--- src/rtl/vfsm_pkg.sv ---
package vfsm_pkg;
  typedef enum logic [1:0] {
    SEW_8  = 2'd0,
    SEW_16 = 2'd1,
    SEW_32 = 2'd2,
    SEW_64 = 2'd3
  } sew_e;

  typedef enum logic [1:0] {
    OP_NONE   = 2'd0,
    OP_V_TO_F = 2'd1,
    OP_F_TO_V = 2'd2
  } mv_op_e;

  localparam logic [6:0] OPC_VEC    = 7'b1010111;
  localparam logic [5:0] F6_V_TO_F  = 6'b001100;
  localparam logic [5:0] F6_F_TO_V  = 6'b001101;
  localparam logic [2:0] F3_V_TO_F  = 3'b001;
  localparam logic [2:0] F3_F_TO_V  = 3'b101;

  // Number of bytes that carry payload for a given width; 64-bit without
  // double precision narrows to a single-precision payload.
  function automatic logic [3:0] payload_bytes(input sew_e sew, input logic has_d);
    case (sew)
      SEW_8:   payload_bytes = 4'd1;
      SEW_16:  payload_bytes = 4'd2;
      SEW_32:  payload_bytes = 4'd4;
      default: payload_bytes = has_d ? 4'd8 : 4'd4;
    endcase
  endfunction
endpackage

--- src/rtl/vfsm_rst_sync.sv ---
module vfsm_rst_sync (
  input  logic clk,
  input  logic rst_n_in,
  output logic rst_n_out
);
  logic [1:0] sync_q;

  always_ff @(posedge clk or negedge rst_n_in) begin
    if (!rst_n_in) begin
      sync_q <= 2'b00;
    end else begin
      sync_q <= {sync_q[0], 1'b1};
    end
  end

  assign rst_n_out = sync_q[1];
endmodule

--- src/rtl/vfsm_decode.sv ---
module vfsm_decode
  import vfsm_pkg::*;
(
  input  logic [31:0] insn,
  input  logic        vill,
  input  sew_e        sew,
  input  logic [1:0]  fs,
  input  logic        has_f,
  output mv_op_e      op,
  output logic [4:0]  vsrc_idx,
  output logic [4:0]  fsrc_idx,
  output logic [4:0]  dst_idx,
  output logic        legal
);
  logic [5:0] f6;
  logic       vm_bit;
  logic [4:0] fld_hi;
  logic [4:0] fld_lo;
  logic [2:0] f3;
  logic [6:0] opc;
  logic       is_v2f;
  logic       is_f2v;
  logic       base_ok;

  always_comb begin
    f6     = insn[31:26];
    vm_bit = insn[25];
    fld_hi = insn[24:20];
    fld_lo = insn[19:15];
    f3     = insn[14:12];
    opc    = insn[6:0];

    is_v2f = (opc == OPC_VEC) && (f6 == F6_V_TO_F) && vm_bit &&
             (fld_lo == 5'd0) && (f3 == F3_V_TO_F);
    is_f2v = (opc == OPC_VEC) && (f6 == F6_F_TO_V) && vm_bit &&
             (fld_hi == 5'd0) && (f3 == F3_F_TO_V);

    if (is_v2f)      op = OP_V_TO_F;
    else if (is_f2v) op = OP_F_TO_V;
    else             op = OP_NONE;

    base_ok = !vill && has_f && (sew != SEW_8);
    case (op)
      OP_V_TO_F: legal = base_ok && (fs != 2'd0);
      OP_F_TO_V: legal = base_ok;
      default:   legal = 1'b0;
    endcase

    vsrc_idx = fld_hi;
    fsrc_idx = fld_lo;
    dst_idx  = insn[11:7];
  end
endmodule

--- src/rtl/vfsm_box.sv ---
// Element 0 to 64-bit FP value: payload bytes pass, the rest become all ones.
module vfsm_box
  import vfsm_pkg::*;
(
  input  logic [63:0] elem,
  input  sew_e        sew,
  input  logic        has_d,
  output logic [63:0] fp_val
);
  logic [3:0] n_bytes;

  assign n_bytes = payload_bytes(sew, has_d);

  for (genvar b = 0; b < 8; b++) begin : g_lane
    always_comb begin
      if (4'(b) < n_bytes) fp_val[8*b +: 8] = elem[8*b +: 8];
      else                 fp_val[8*b +: 8] = 8'hFF;
    end
  end
endmodule

--- src/rtl/vfsm_insert.sv ---
// FP value to a full vector register image: element 0 in the low bytes,
// everything above it zero.
module vfsm_insert
  import vfsm_pkg::*;
#(
  parameter int VLEN = 128
) (
  input  logic [63:0]     fp_val,
  input  sew_e            sew,
  input  logic            has_d,
  output logic [VLEN-1:0] vec
);
  localparam int NBYTES = VLEN / 8;

  logic [3:0]  n_bytes;
  logic [63:0] src;

  always_comb begin
    n_bytes = payload_bytes(sew, 1'b1);
    src     = fp_val;
    if (sew == SEW_64 && !has_d) src[63:32] = 32'hFFFF_FFFF;
  end

  for (genvar b = 0; b < NBYTES; b++) begin : g_byte
    if (b < 8) begin : g_elem
      always_comb begin
        if (4'(b) < n_bytes) vec[8*b +: 8] = src[8*b +: 8];
        else                 vec[8*b +: 8] = 8'h00;
      end
    end else begin : g_tail
      assign vec[8*b +: 8] = 8'h00;
    end
  end
endmodule

--- src/rtl/vfsmove_unit.sv ---
module vfsmove_unit
  import vfsm_pkg::*;
#(
  parameter int VLEN = 128,
  localparam int VLW = $clog2(VLEN) + 1
) (
  input  logic            clk,
  input  logic            rst_n,
  input  logic            in_valid,
  input  logic [31:0]     in_insn,
  input  logic            in_vill,
  input  logic [1:0]      in_sew,
  input  logic [VLW-1:0]  in_vl,
  input  logic [1:0]      in_fs,
  input  logic            in_has_f,
  input  logic            in_has_d,
  output logic [4:0]      vrf_rd_addr,
  input  logic [VLEN-1:0] vrf_rd_data,
  output logic            vrf_wr_en,
  output logic [4:0]      vrf_wr_addr,
  output logic [VLEN-1:0] vrf_wr_data,
  output logic [4:0]      fprf_rd_addr,
  input  logic [63:0]     fprf_rd_data,
  output logic            fprf_wr_en,
  output logic [4:0]      fprf_wr_addr,
  output logic [63:0]     fprf_wr_data,
  output logic            done,
  output logic            handled,
  output logic            illegal,
  output logic            fs_dirty
);
  logic            rst_n_s;
  mv_op_e          op;
  logic [4:0]      vsrc_idx;
  logic [4:0]      fsrc_idx;
  logic [4:0]      dst_idx;
  logic            legal;
  sew_e            sew;
  logic [63:0]     boxed;
  logic [VLEN-1:0] vimage;

  logic            done_d, handled_d, illegal_d, vwe_d, fwe_d;
  logic            done_q, handled_q, illegal_q, vwe_q, fwe_q;
  logic [4:0]      addr_q;
  logic [VLEN-1:0] vdata_q;
  logic [63:0]     fdata_q;

  assign sew = sew_e'(in_sew);

  vfsm_rst_sync i_rst_sync (
    .clk       (clk),
    .rst_n_in  (rst_n),
    .rst_n_out (rst_n_s)
  );

  vfsm_decode i_decode (
    .insn     (in_insn),
    .vill     (in_vill),
    .sew      (sew),
    .fs       (in_fs),
    .has_f    (in_has_f),
    .op       (op),
    .vsrc_idx (vsrc_idx),
    .fsrc_idx (fsrc_idx),
    .dst_idx  (dst_idx),
    .legal    (legal)
  );

  assign vrf_rd_addr  = vsrc_idx;
  assign fprf_rd_addr = fsrc_idx;

  vfsm_box i_box (
    .elem   (vrf_rd_data[63:0]),
    .sew    (sew),
    .has_d  (in_has_d),
    .fp_val (boxed)
  );

  vfsm_insert #(.VLEN(VLEN)) i_insert (
    .fp_val (fprf_rd_data),
    .sew    (sew),
    .has_d  (in_has_d),
    .vec    (vimage)
  );

  // Next-state
  always_comb begin
    done_d    = in_valid;
    handled_d = in_valid && (op != OP_NONE);
    illegal_d = handled_d && !legal;
    fwe_d     = handled_d && legal && (op == OP_V_TO_F);
    vwe_d     = handled_d && legal && (op == OP_F_TO_V) && (in_vl != '0);
  end

  // Control registers
  always_ff @(posedge clk or negedge rst_n_s) begin
    if (!rst_n_s) begin
      done_q    <= 1'b0;
      handled_q <= 1'b0;
      illegal_q <= 1'b0;
      vwe_q     <= 1'b0;
      fwe_q     <= 1'b0;
    end else begin
      done_q    <= done_d;
      handled_q <= handled_d;
      illegal_q <= illegal_d;
      vwe_q     <= vwe_d;
      fwe_q     <= fwe_d;
    end
  end

  // Data registers, enabled only by an accepted instruction
  always_ff @(posedge clk) begin
    if (in_valid) begin
      addr_q  <= dst_idx;
      vdata_q <= vimage;
      fdata_q <= boxed;
    end
  end

  assign done         = done_q;
  assign handled      = handled_q;
  assign illegal      = illegal_q;
  assign vrf_wr_en    = vwe_q;
  assign fprf_wr_en   = fwe_q;
  assign fs_dirty     = fwe_q;
  assign vrf_wr_addr  = addr_q;
  assign fprf_wr_addr = addr_q;
  assign vrf_wr_data  = vdata_q;
  assign fprf_wr_data = fdata_q;
endmodule

--- config.mk ---
export PLATFORM = sky130hd
export DESIGN_NAME = vfsmove_unit
export DESIGN_NICKNAME = d
export VERILOG_FILES = /design/src/rtl/vfsm_pkg.sv /design/src/rtl/vfsm_rst_sync.sv /design/src/rtl/vfsm_decode.sv /design/src/rtl/vfsm_box.sv /design/src/rtl/vfsm_insert.sv /design/src/rtl/vfsmove_unit.sv
export SDC_FILE = /design/constraint.sdc
export NUM_CORES = 1
export LEC_CHECK = 0
export BUFFER_PORTS_ARGS = -buffer_cell sky130_fd_sc_hd__buf_2
export CORE_AREA = 2 2 179 181
export CTS_BUF_LIST = sky130_fd_sc_hd__clkbuf_8
export DETAILED_ROUTE_END_ITERATION = 12
export DIE_AREA = 0 0 181 183
export GPL_ROUTABILITY_DRIVEN = 1
export PLACE_DENSITY = 0.46
export SKIP_CTS_REPAIR_TIMING = 1
export SLEW_MARGIN = 20
export SYNTH_ARGS = -nofsm -noshare
export SYNTH_HDL_FRONTEND = slang
export SYNTH_SLANG_ARGS = --single-unit
--- constraint.sdc ---
create_clock -name clk -period 1.1 [get_ports clk]
set_clock_uncertainty 0.2 [all_clocks]
set_input_delay 0.22 -clock clk [delete_from_list [all_inputs] [get_ports clk]]
set_output_delay 0.22 -clock clk [all_outputs]
set_load 0.1 [all_outputs]
==> flow_summary_export.csv <==
group,metric,value,unit
timing,fin_crit_sh,1.44,
drt,met3_length,1.59,mm
timing,maxClockFrequency,0.633,GHz
synth,netlist_instances,419,
outcome,failed_checks,"hold timing, setup timing",
outcome,status,"finished, violations left",
timing,fin_ws,-0.479,ns
synth,netlist_top_cells_count,"133 x edfxtp_1, 80 x buf_4, 40 x or2_2, 33 x a21oi_1, 32 x inv_1",
synth,synth.cell_area,0.00586,mm^2
cts,cts-buffers-inserted,17,
synth,synth.area.top_cells,"edfxtp_1 68%, buf_4 10%, or2_2 4.3%",
drt,met1Wirelength,7.62,mm
critical_path,crit_type,"reg -> out",
cts,cts_htree_levels,4,
drt,dr_wl_met2,10.3,mm
drt,first_pass_iters,4,
critical_path,worstPathRequired,0.68,ns
critical_path,cp_num_cells,1,
floorplan,chipHeight,183,um
timing,rsz0062_at_grt,"true",
cells_and_area,nNetsFinal,1130,
floorplan,floorplan.initialDensity,0.188,
grt,grt_pass1_wl,26.3,mm
timing,slew_headroom,0.470,
synth,synth.top_cell.area_share,0.681,
critical_path,cp-end-kind,"output port",
cts,cts_tree,"yes",
drt,highest_layer,"met4",
critical_path,reg2regPathDepth,0,
cts,cts_root_buf,"clkbuf_8",
grt,gr-total-overflow,0,
pwr,powerDensity,1500,mW/mm^2
critical_path,arrival,1.16,ns
timing,fin_worst_hold_slack,-0.107,ns
pwr,leakage,5.22,nW
timing,timing.final.max_slew_violations,0,
grt,grt_pass1_vias,4002,
synth,yosys_warnings,0,
critical_path,cp_cell_sequence,"buf_12",
synth,synth-edff-count,133,
cts,clk_pin_slew,0.09,ns
placed_design,dp_hpwl,14.6,mm
floorplan,die_area,0.0331,mm^2
grt,grt_max_degree,46,
critical_path,start_kind,"flop",
pwr,irDropWorstVdd,647,uV
cells_and_area,fin_area,0.0121,mm^2
cells_and_area,diodes,0,
critical_path,cp_max_fo,2,
grt,track_usage,0.111,
timing,setup_viol,183,
cts,clockBufferDepth,2,
synth,synthFlopType,"edfxtp_1",
floorplan,ios,460,
cts,clk_latency,0.44,ns
drt,antenna_left,0,
critical_path,crit_family,"flip-flops",
synth,synth.most_common_cell,"edfxtp_1",
critical_path,slowest_stage,"edfxtp_1",
synth,syn_area_per_cell,14.0,um^2
drt,viasPerCell,3.57,
grt,antenna_found_initial,0,
pwr,p_total,0.0182,W
hold_path,hp-class,"reg -> async",
job,drv_cap,0,
cts,numClockSinks,140,
drt,via_count,4657,
placed_design,port_buffers,331,
cells_and_area,area_growth,107,%
synth,seq_area_frac_synth,0.711,
timing,worst_slew_pin_slew,0.787,ns
synth,synth_cell_types,28,
critical_path,slowest_delay,0.50,ns
drt,wl,19.7,mm
synth,synth_seq_cells,140,
drt,drc,0,
synth,async_flop_share,0.0500,
drt,drtIter0Drc,184,
floorplan,fp-row-count,65,
placed_design,dpl_cell_area,0.0103,mm^2
floorplan,coreArea,0.0312,mm^2
critical_path,crit_buf_inv,1,
timing,final-hold-violation-count,9,
timing,finalCriticalPeriod,1.58,ns
drt,wire_per_inst,15.1,um
synth,yosysTopAreaCell,"edfxtp_1",
floorplan,die-width,181,um
placed_design,place_congestion,0.690,
cells_and_area,drive_gt1_frac,0.494,
## state kept, by name, summed over array words and instances (netlist names)
| name | cells |
|---|---|
| fprf_wr_data | 64 |
| vrf_wr_data | 64 |
| fprf_wr_addr | 5 |
| i_rst_sync.sync_q | 2 |
| done | 1 |
| fprf_wr_en | 1 |
| handled | 1 |
| illegal | 1 |
| vrf_wr_en | 1 |
## stage by stage
| step | util | setup slack (ns) | cells | TNS (ns) |
|---|---|---|---|---|
| finish | 0.389 | -0.479 | 1303 | -55.38 |
| floorplan | - | -0.546 | 482 | -37.72 |
| global route | 0.389 | -0.557 | 1303 | -65.50 |
| CTS | 0.345 | -0.542 | 1168 | -63.37 |
| detailed placement | 0.331 | -0.557 | 1136 | -52.56 |
| global placement | 0.331 | -0.564 | 1136 | -51.66 |
## layout make-up
cell class | count | area, um^2
clock buffers | 17 | 234
clock inverters | 15 | 196
fillers | 2974 | 19100
multi-input cells | 200 | 1260
repair buffers | 497 | 5660
well taps | 402 | 503
inverters | 32 | 120
flip-flops and latches | 140 | 4180
## cell families (layout without fill, tap and decap cells)
family,count (synthesis),count (layout),share of synthesized area
AO/OA/AOI/OAI,36,36,0.0339
buffers and inverters,142,561,0.142
flip-flops,140,140,0.711
other,2,65,0.00128
AND/OR/NAND/NOR,99,99,0.111
## routing by layer
layer / global-route usage / up-vias
met3: 0.0393 / 11
met4: 0.0403 / 0
li1: - / 2207
met1: 0.125 / 2169
met2: 0.193 / 270
met5: 0 / -
## layout by cell type (no fill, tap or decap), drive strengths merged, types with 2 or more instances in the layout
cell,count
a21oi,33
and2,16
and2b,3
and4b,2
buf,362
bufinv,4
clkbuf,17
clkinv,5
clkinvlp,2
conb,65
dfrtp,7
dlygate4sd3,135
edfxtp,133
inv,36
nand2,2
nand2b,14
nand3,2
nor2b,6
nor4,4
nor4bb,2
or2,40
or2b,2
## power by group
part / leakage, nW / internal (W) / switching, W
registers: 1.39 / 0.00628 / 0.000331
clock network: 0.219 / 0.00247 / 0.00219
logic: 3.62 / 0.00230 / 0.00467
## path summary, 6_finish.rpt
kind,startpoint,endpoint,slack [ns]
min,i_rst_sync.sync_q[1],done,-0.11
max,fprf_wr_addr[3],vrf_wr_addr[3],-0.48
max in group asynchronous,rst_n,i_rst_sync.sync_q[1],0.16
min reg2reg,i_rst_sync.sync_q[1],done,-0.11
min in group clk,in_fs[0],illegal,-0.09
max reg2reg,i_rst_sync.sync_q[0],i_rst_sync.sync_q[1],0.42
No activity file was read; power rests on OpenSTA's default activity.
